## src/rtl/lpwm_pkg.sv

```systemverilog
`timescale 1ns/1ps
package lpwm_pkg;

  localparam int CNT_W   = 8;
  localparam int PS_W    = 3;
  localparam int CFG_W   = 16;
  localparam int CMP_LSB = 8;
  localparam int POL_POS = 4;
  localparam int PS_LSB  = 0;
  localparam int PRE_W   = (1 << PS_W) - 1;

  typedef struct packed {
    logic [CNT_W-1:0] cmp;
    logic             pol;
    logic [PS_W-1:0]  ps;
  } lpwm_cfg_t;

  // Split a configuration word into its fields; unused bits drop out here.
  function automatic lpwm_cfg_t cfg_unpack(input logic [CFG_W-1:0] w);
    lpwm_cfg_t c;
    c.cmp = w[CMP_LSB +: CNT_W];
    c.pol = w[POL_POS];
    c.ps  = w[PS_LSB +: PS_W];
    return c;
  endfunction

  // Low-order ones mask: 2^ps - 1, the terminal count of the prescaler.
  function automatic logic [PRE_W-1:0] pre_mask(input logic [PS_W-1:0] ps);
    logic [PRE_W:0] pow;
    pow = '0;
    pow[ps] = 1'b1;
    pow = pow - (PRE_W+1)'(1);
    return pow[PRE_W-1:0];
  endfunction

  // Output level for a counter value under a compare value and polarity.
  function automatic logic drive_level(input logic [CNT_W-1:0] cnt,
                                       input logic [CNT_W-1:0] cmp,
                                       input logic             pol);
    logic below;
    below = (cnt < cmp);
    return (below == pol);
  endfunction

endpackage

```

## src/rtl/lpwm_tick_gen.sv

```systemverilog
`timescale 1ns/1ps
module lpwm_tick_gen
  import lpwm_pkg::*;
(
  input  logic            clk,
  input  logic            rst_n,
  input  logic            run,
  input  logic            src_sel,
  input  logic            slow_stb,
  input  logic [PS_W-1:0] ps,
  output logic            tick
);

  logic [PRE_W-1:0] pre_q;
  logic [PRE_W-1:0] mask;
  logic             src_pulse;

  always_comb begin
    src_pulse = src_sel | slow_stb;
    mask      = pre_mask(ps);
    tick      = run && src_pulse && ((pre_q & mask) == mask);
  end

  always_ff @(posedge clk) begin
    if (!rst_n || !run) begin
      pre_q <= '0;
    end else if (tick) begin
      pre_q <= '0;
    end else if (src_pulse) begin
      pre_q <= pre_q + PRE_W'(1);
    end
  end

endmodule

```

## src/rtl/lpwm_counter.sv

```systemverilog
`timescale 1ns/1ps
module lpwm_counter
  import lpwm_pkg::*;
(
  input  logic             clk,
  input  logic             rst_n,
  input  logic             run,
  input  logic             tick,
  output logic [CNT_W-1:0] cnt,
  output logic             wrap
);

  logic [CNT_W-1:0] cnt_q;

  always_comb begin
    cnt  = cnt_q;
    wrap = tick && (cnt_q == '1);
  end

  always_ff @(posedge clk) begin
    if (!rst_n || !run) begin
      cnt_q <= '0;
    end else if (tick) begin
      cnt_q <= cnt_q + CNT_W'(1);
    end
  end

endmodule

```

## src/rtl/lpwm_cfg_shadow.sv

```systemverilog
`timescale 1ns/1ps
module lpwm_cfg_shadow
  import lpwm_pkg::*;
(
  input  logic             clk,
  input  logic             rst_n,
  input  logic             run,
  input  logic             wr_en,
  input  logic [CFG_W-1:0] wr_word,
  input  logic             reload,
  output lpwm_cfg_t        act_cfg
);

  lpwm_cfg_t shadow_q;
  lpwm_cfg_t act_q;

  assign act_cfg = act_q;

  always_ff @(posedge clk) begin
    if (!rst_n) begin
      shadow_q <= '0;
      act_q    <= '0;
    end else begin
      if (wr_en) begin
        shadow_q <= cfg_unpack(wr_word);
      end
      if (!run || reload) begin
        act_q <= shadow_q;
      end
    end
  end

endmodule

```

## src/rtl/lpwm_top.sv

```systemverilog
`timescale 1ns/1ps
module lpwm_top
  import lpwm_pkg::*;
(
  input  logic             clk,
  input  logic             rst_n,
  input  logic             en,
  input  logic             src_sel,
  input  logic             slow_stb,
  input  logic             cfg_we,
  input  logic [CFG_W-1:0] cfg_word,
  output logic             pwm_out
);

  logic             tick_w;
  logic             wrap_w;
  logic [CNT_W-1:0] cnt_w;
  lpwm_cfg_t        act_cfg_w;
  logic             level_w;
  logic             out_q;

  lpwm_cfg_shadow u_cfg (
    .clk     (clk),
    .rst_n   (rst_n),
    .run     (en),
    .wr_en   (cfg_we),
    .wr_word (cfg_word),
    .reload  (wrap_w),
    .act_cfg (act_cfg_w)
  );

  lpwm_tick_gen u_tick (
    .clk      (clk),
    .rst_n    (rst_n),
    .run      (en),
    .src_sel  (src_sel),
    .slow_stb (slow_stb),
    .ps       (act_cfg_w.ps),
    .tick     (tick_w)
  );

  lpwm_counter u_cnt (
    .clk   (clk),
    .rst_n (rst_n),
    .run   (en),
    .tick  (tick_w),
    .cnt   (cnt_w),
    .wrap  (wrap_w)
  );

  always_comb level_w = drive_level(cnt_w, act_cfg_w.cmp, act_cfg_w.pol);

  always_ff @(posedge clk) begin
    if (!rst_n) begin
      out_q <= 1'b0;
    end else begin
      out_q <= en && level_w;
    end
  end

  assign pwm_out = out_q;

endmodule

```

## config.mk

```make
export PLATFORM = sky130hd
export DESIGN_NAME = lpwm_top
export DESIGN_NICKNAME = d
export VERILOG_FILES = /design/src/rtl/lpwm_pkg.sv /design/src/rtl/lpwm_tick_gen.sv /design/src/rtl/lpwm_counter.sv /design/src/rtl/lpwm_cfg_shadow.sv /design/src/rtl/lpwm_top.sv
export SDC_FILE = /design/constraint.sdc
export NUM_CORES = 1
export LEC_CHECK = 0
export ABC_AREA = 1
export BUFFER_PORTS_ARGS = -buffer_cell sky130_fd_sc_hd__buf_2
export CORE_UTILIZATION = 54
export CTS_BUF_LIST = sky130_fd_sc_hd__clkbuf_8
export DETAILED_ROUTE_END_ITERATION = 16
export GPL_ROUTABILITY_DRIVEN = 0
export PLACE_DENSITY = 0.89
export SLEW_MARGIN = 20
export SYNTH_ARGS = -nofsm -noshare
export SYNTH_HDL_FRONTEND = slang
export SYNTH_SLANG_ARGS = --single-unit
```

## constraint.sdc

```tcl
create_clock -name clk -period 1.25 [get_ports clk]
set_input_delay 0.3125 -clock clk [delete_from_list [all_inputs] [get_ports clk]]
set_output_delay 0.3125 -clock clk [all_outputs]
set_load 0.05 [all_outputs]
```

==> flow_metrics.tcl, run 1 <==
set metrics [dict create \
    period_share_pct 109.2 \
    syn_to_final_growth_pct 34.20 \
    preCtsSetupSlack_ns -0.1410 \
    cellPowerDensity_mw_per_mm2 982.2 \
    rr_endpoint "u_cfg.act_cfg[0]" \
    num_antenna_cells 0 \
    worstSetupPathType "flop to flop" \
    grt_overflow 0 \
    die_y_um 62.43 \
    synth_cell_types 28 \
    cp.arrival_ns 1.56 \
    synth-seq-cells 40 \
    clkLatencyLatePin_ns 0.31 \
    rrSetupSlack_ns -0.11 \
    placement.io_buffers 18 \
    layout.cells.most_common_list "nor2_1, nand2_1, dfxtp_1" \
    routedWlPerCell_um 13.21 \
    slew_violations 0 \
    required_ns 1.45 \
    fmax_mhz 732.6 \
    cap_violations 0 \
    status "finished with violations" \
    cts-root-buf "clkbuf_8" \
    syn_area_per_cell_um2 7.413 \
    hold_violations 0 \
    ys_top_cells_by_area "dfxtp_1, nor2_1, nand2_1" \
    synth_top_area_cell "dfxtp_1" \
    ys_seq_area_share_pct 40.61 \
    clk_path_buf_depth 2 \
    worst_slack_ns -0.1150 \
    multiInputGateArea_mm2 0.001186 \
    start_util_pct 57.73 \
    drive_gt1_share_pct 38.68 \
    relSlewSlack_pct 78.13 \
    cts_tree "done" \
    drt_wl_total_um 4810 \
    postRouteAntennaNets 0 \
    h-tree-depth 2 \
    endpoint_kind "flop" \
    syn_inst 266 \
    yosysWarnings 0 \
    min_period_ns 1.365 \
    antenna_found_initial 0 \
    cts_sinks 40 \
    numCtsBuffers 5 \
    violations "setup timing" \
    setup_viol 25 \
    nNetsFinal 349 \
    synth_top_area_share_pct 40.61 \
    grt_start_max_net_pins 26 \
    ir_drop_mv 0.8824 \
    drcViolationCount 0 \
    viasPerCell 5.113 \
    first_pass_iters 4 \
    regArea_um2 825.8 \
    fin_area_mm2 0.002646 \
    post-dp-hpwl_um 2734 \
    tightestPinTransition_ns 0.3277 \
    drtIter0Drc 65 \
    critPathLaunchType "flop" \
    hold_end "u_cfg.shadow_q[6]" \
    r2r-start "u_tick.pre_q[5]" \
    fin_skew_ns 0.007480 \
    ios 23 \
    fillerInstances 231 \
    min_path_cells 3 \
    crit_path_max_fanout 24 \
    cellLeakagePower_nw 1.177 \
    first_global_vias 1646 \
    syn_nets 297 \
    cts.clk_slew.worst_paths_ns 0.08 \
    die_w_um 62.43 \
    ff2ff_path_depth 8 \
    hp-start "cfg_word[10]" \
    vias 1861 \
    grt_pass1_wl_um 7058 \
    place_area_mm2 0.002307 \
    final_common_cell "nor2_1" \
    track_usage_pct 22.88 \
    num_rows 21 \
    hold_path.class "primary input to flop" \
    core_mm2 0.003416 \
    die_area_mm2 0.003898 \
    rsz0062_at_grt "yes" \
    syn_area_mm2 0.001972 \
]
[repair_timing]
action	in CTS	in global routing
pin swaps	5	20
setup buffers	0	8
resized for setup	20	42
hold buffers	0	0
gates cloned	0	1
setup endpoints to repair	27	27
[synthesized netlist by cell type (all sizes together)]
library cell / n
xor2: 7
o21ai: 18
nor3: 3
a21oi: 26
nand3: 17
nand4: 2
and2: 1
nor2: 53
xnor2: 3
buf: 7
dfxtp: 40
o21bai: 1
inv: 22
clkbuf: 3
ha: 9
nand2: 52
clkinv: 1
o21a: 1
[state kept, by name, summed over array words and instances, names as in the netlist]
name and flops:
u_cfg.shadow_q 12, pwm_out 1, u_cnt.cnt 8, u_cfg.act_cfg 12, u_tick.pre_q 7
[worst max-delay path by stage]
stage,from,end,slack [ns],depth (start not counted)
global placement,en,u_tick.pre_q[6],-0.1,7
CTS,u_tick.pre_q[1],u_cfg.act_cfg[0],-0.06,8
floorplan,u_cnt.cnt[1],u_cfg.act_cfg[4],0.004,7
finish,u_tick.pre_q[5],u_cfg.act_cfg[0],-0.11,8
detailed placement,en,u_tick.pre_q[1],-0.14,7
global route,u_tick.pre_q[4],u_cfg.act_cfg[3],-0.17,8
[stage by stage]
stage	hold WS (ns)	instances	setup TNS (ns)	util [%]	power (W)
CTS	0.2347	355	-0.6410	71.76	0.002543
detailed placement	0.4525	348	-2.215	67.55	0.001715
global route	0.2304	364	-3.041	77.47	0.002717
floorplan	0.4437	266	0	-	0.001611
global placement	0.4522	348	-1.508	67.55	0.001699
finish	0.2259	364	-1.623	77.47	0.002599
[layout make-up]
cell class,count,area share (%)
multi-input combinational,194,44.82
sequential,40,31.21
timing repair buffer,54,15.37
inverter,23,3.357
clock buffer,5,2.600
tap,46,2.175
clock inverter,2,0.4728
[worst max-delay path, cell delays in order (launching register included)]
cell	delay (ns)
dfxtp_4	0.39
nand2_2	0.08
a21oi_2	0.14
nand2_2	0.08
nand2_4	0.10
nand3_4	0.08
buf_12	0.18
a21oi_1	0.14
nor2_1	0.06
[kinds of logic after synthesis]
| family | synth area share (%) |
|---|---|
| AO/OA/AOI/OAI | 11.93 |
| XOR/XNOR | 4.442 |
| adder cells (fa/ha/maj) | 5.711 |
| buffers and inverters | 7.741 |
| flip-flops | 40.61 |
| AND/OR/NAND/NOR | 29.57 |
[report_power, final]
part | switching, W | internal (W)
clock network | 0.000476 | 0.000378
registers | 0.0000310 | 0.00133
logic | 0.000219 | 0.000170
[metal layers]
| metal | vias up | part of all wire, % | global-route usage, % |
|---|---|---|---|
| met5 | - | 0 | 0 |
| met4 | 0 | 3.1 | 9.593 |
| met3 | 16 | 4.5 | 5.474 |
| met2 | 54 | 50 | 39.13 |
| met1 | 837 | 43 | 27.24 |
| li1 | 954 | - | - |
(Power assumes the default switching activity.)
==> run 2: changes to the inputs <==
--- a/config.mk
+++ b/config.mk
@@ -6,6 +6,7 @@
 export NUM_CORES = 1
 export LEC_CHECK = 0
 export ABC_AREA = 1
+export ABC_CLOCK_PERIOD_IN_PS = 1250
 export BUFFER_PORTS_ARGS = -buffer_cell sky130_fd_sc_hd__buf_2
 export CORE_UTILIZATION = 54
 export CTS_BUF_LIST = sky130_fd_sc_hd__clkbuf_8
@@ -15,4 +16,5 @@
 export SLEW_MARGIN = 20
 export SYNTH_ARGS = -nofsm -noshare
 export SYNTH_HDL_FRONTEND = slang
+export SYNTH_HIERARCHICAL = 1
 export SYNTH_SLANG_ARGS = --single-unit
==> run 2 against run 1 <==
  * The run still ends with setup timing left
  * Cell count grew 1.6%
  * Sequential power is essentially flat
  * Fmax shrank 24%
  * Critical path depth is 6 higher
  * Sequential share of layout area is 1.1 points higher
  * Critical path type unchanged
  * Largest cell class unchanged
  * Highest routed layer unchanged
==> flow_metrics.tcl, run 2 <==
set metrics [dict create \
    endpoint_kind "flop" \
    cpLargestDelayFamily "simple AND/OR/NAND/NOR gates" \
    start_util_pct 57.22 \
    hold_violations 0 \
    fin_skew_ns 0.009259 \
    gr-usage-met2_pct 45.93 \
    rr_endpoint "u_cfg/act_cfg[3]" \
    synth-seq-cells 40 \
    hold_slack_ns 0.2320 \
    cellPowerDensity_mw_per_mm2 1113 \
    syn_area_mm2 0.001939 \
    cap_violations 0 \
    first_pass_iters 4 \
    status "finished with violations" \
    num_rows 21 \
    final_util_pct 74.68 \
    vias 1875 \
    cts.clk_slew.worst_paths_ns 0.08 \
    syn_inst 274 \
    violations "setup timing" \
    cp_cell_sequence "nand2_2, nand2_1, a21oi_1, nor2_1, nand2_2, inv_4, nand3_4, nor2_4, nand3_4, nor2_4, inv_4, nand3_1, nand2_1, nor2_1" \
    postRouteAntennaNets 0 \
    place_area_mm2 0.002256 \
    antenna_found_initial 0 \
    post-dp-hpwl_um 2970 \
    cts-root-buf "clkbuf_8" \
    hold_path.class "primary input to flop" \
    synth_edf_count 0 \
    ios 23 \
    path_depth 14 \
    routedWlPerCell_um 13.02 \
    placement.io_buffers 18 \
    crit_path_max_fanout 12 \
    core_mm2 0.003390 \
    hold_end "u_cfg/shadow_q[0]" \
    setup_viol 22 \
    fmax_mhz 560.1 \
    clk_path_buf_depth 2 \
    drive_gt1_share_pct 32.41 \
    ff2ff_path_depth 14 \
    relSlewSlack_pct 81.16 \
    synth_top_area_cell "dfxtp_1" \
    ir_drop_mv 0.9565 \
    r2r-start "u_tick/pre_q[4]" \
    critPathLaunchType "flop" \
    h-tree-depth 2 \
    rrSetupSlack_ns -0.54 \
    fillerInstances 235 \
    cts_sinks 40 \
    worst_path_largest_cell_delay_ns 0.37 \
    ys_top_cells_by_count "nor2_1, nand2_1, dfxtp_1, inv_1, nand3_1" \
    min_path_cells 3 \
    grt_start_max_net_pins 17 \
    synthArstFlopShare_pct 0 \
    preCtsSetupSlack_ns -0.5267 \
    path_buf_inv 2 \
    syn_area_per_cell_um2 7.078 \
    viasPerCell 5.068 \
    ys_seq_area_share_pct 41.29 \
    numCtsBuffers 5 \
    nNetsFinal 354 \
    min_period_ns 1.786 \
    ys_top_cells_by_area "dfxtp_1, nor2_1, nand2_1" \
    worst_slack_ns -0.5355 \
    die_y_um 61.93 \
    syn_nets 305 \
    use_met1_pct 32.52 \
    grt_overflow 0 \
    syn_to_final_growth_pct 30.52 \
    synth_cell_types 27 \
    cp.arrival_ns 2.00 \
    rsz0062_at_grt "yes" \
    clkLatencyLatePin_ns 0.30 \
    tns_ns -7.678 \
    synth_top_area_share_pct 41.29 \
    period_share_pct 142.8 \
    grt_pass1_wl_um 7465 \
    num_antenna_cells 0 \
    drcViolationCount 0 \
    slew_violations 0 \
    synthFlopType "dfxtp_1" \
    drtIter0Drc 103 \
    met3_usage_pct 6.418 \
    yosysWarnings 6 \
    worstSetupPathType "flop to flop" \
    layout.cells.most_common_list "nor2_1, nand2_1, inv_1" \
    cellLeakagePower_nw 1.188 \
    first_global_vias 1748 \
    fin_area_mm2 0.002531 \
    final_common_cell "nor2_1" \
    drt_wl_total_um 4818 \
    critPathSlowestCell "dfxtp_2" \
    track_usage_pct 26.87 \
    tightestPinTransition_ns 0.2820 \
    hp-start "cfg_word[0]" \
    cts_tree "done" \
    yosysMostFrequentCell "nor2_1" \
    die_w_um 61.93 \
    busiest_layer "met2" \
    required_ns 1.47 \
    die_area_mm2 0.003835 \
]
[run 2: cell types whose count changed after synthesis, sizes merged, moves of 3 or more]
cell   delta
nor2     +18
inv      +18
nand2     -3
o21ai     -3
a21oi    -16
nand3     +3
[run 2: worst max path at each step]
stage / startpoint / to / slack [ns]
3_5_place_dp: u_tick/pre_q[4] / u_cfg/act_cfg[1] / -0.53
4_1_cts: u_tick/pre_q[4] / u_cfg/act_cfg[1] / -0.44
2_1_floorplan: u_tick/pre_q[2] / u_cfg/act_cfg[0] / -0.45
6_report: u_tick/pre_q[4] / u_cfg/act_cfg[3] / -0.54
3_3_place_gp: slow_stb / u_cfg/act_cfg[1] / -0.44
5_1_grt: u_tick/pre_q[3] / u_cfg/act_cfg[3] / -0.65
[run 2: kinds of logic (layout without fill, tap and decap cells)]
group | Yosys count | after routing | share of synthesized area, %
AND/OR/NAND/NOR | 143 | 143 | 31.87
buffers and inverters | 47 | 97 | 10.00
flip-flops | 40 | 40 | 41.29
AO/OA/AOI/OAI | 28 | 28 | 7.807
adder cells (fa/ha/maj) | 9 | 9 | 5.807
XOR/XNOR | 6 | 6 | 2.710
multiplexers | 1 | 1 | 0.5161
[run 2: repair_timing]
action                     in CTS  in global routing
hold buffers                    0                  0
buffers inserted                5                  4
pin swaps                       8                 11
setup endpoints to repair      21                 27
gates resized for setup        17                 16
[run 2: area by class of cell]
| class | count | area (um^2) | share of cell area, % |
|---|---|---|---|
| Clock inverter | 3 | 42.54 | 1.681 |
| Clock buffer | 5 | 68.82 | 2.719 |
| Inverter | 40 | 155.1 | 6.130 |
| Sequential cell | 40 | 817.0 | 32.28 |
| Timing Repair Buffer | 49 | 337.8 | 13.35 |
| Multi-Input combinational cell | 187 | 1052 | 41.57 |
| Tap cell | 46 | 57.56 | 2.274 |
[run 2: metrics by stage]
step	instances	power, W
floorplan	274	0.001606
global placement	354	0.001697
detailed placement	354	0.001717
CTS	366	0.002775
global route	370	0.002946
finish	370	0.002817
[run 2: report_power, final]
| part | switching (W) | total (W) | internal [W] |
|---|---|---|---|
| Sequential | 0.0000356 | 0.00137 | 0.00133 |
| Combinational | 0.000221 | 0.000385 | 0.000163 |
| Clock | 0.000473 | 0.00106 | 0.000591 |
[run 2: metal layers]
layer	routed length, um	part of all wire [%]	vias to the layer above
met5	0	0	-
met4	125	2.6	0
met3	246	5.1	15
met2	2452	51	62
met1	1993	41	852
li1	-	-	946
[run 2: tightest hold or removal path: cells and delay by family]
kind / cells / cell delay [ns]
buffers and inverters: 1 / 0.07
AND/OR/NAND/NOR: 2 / 0.12
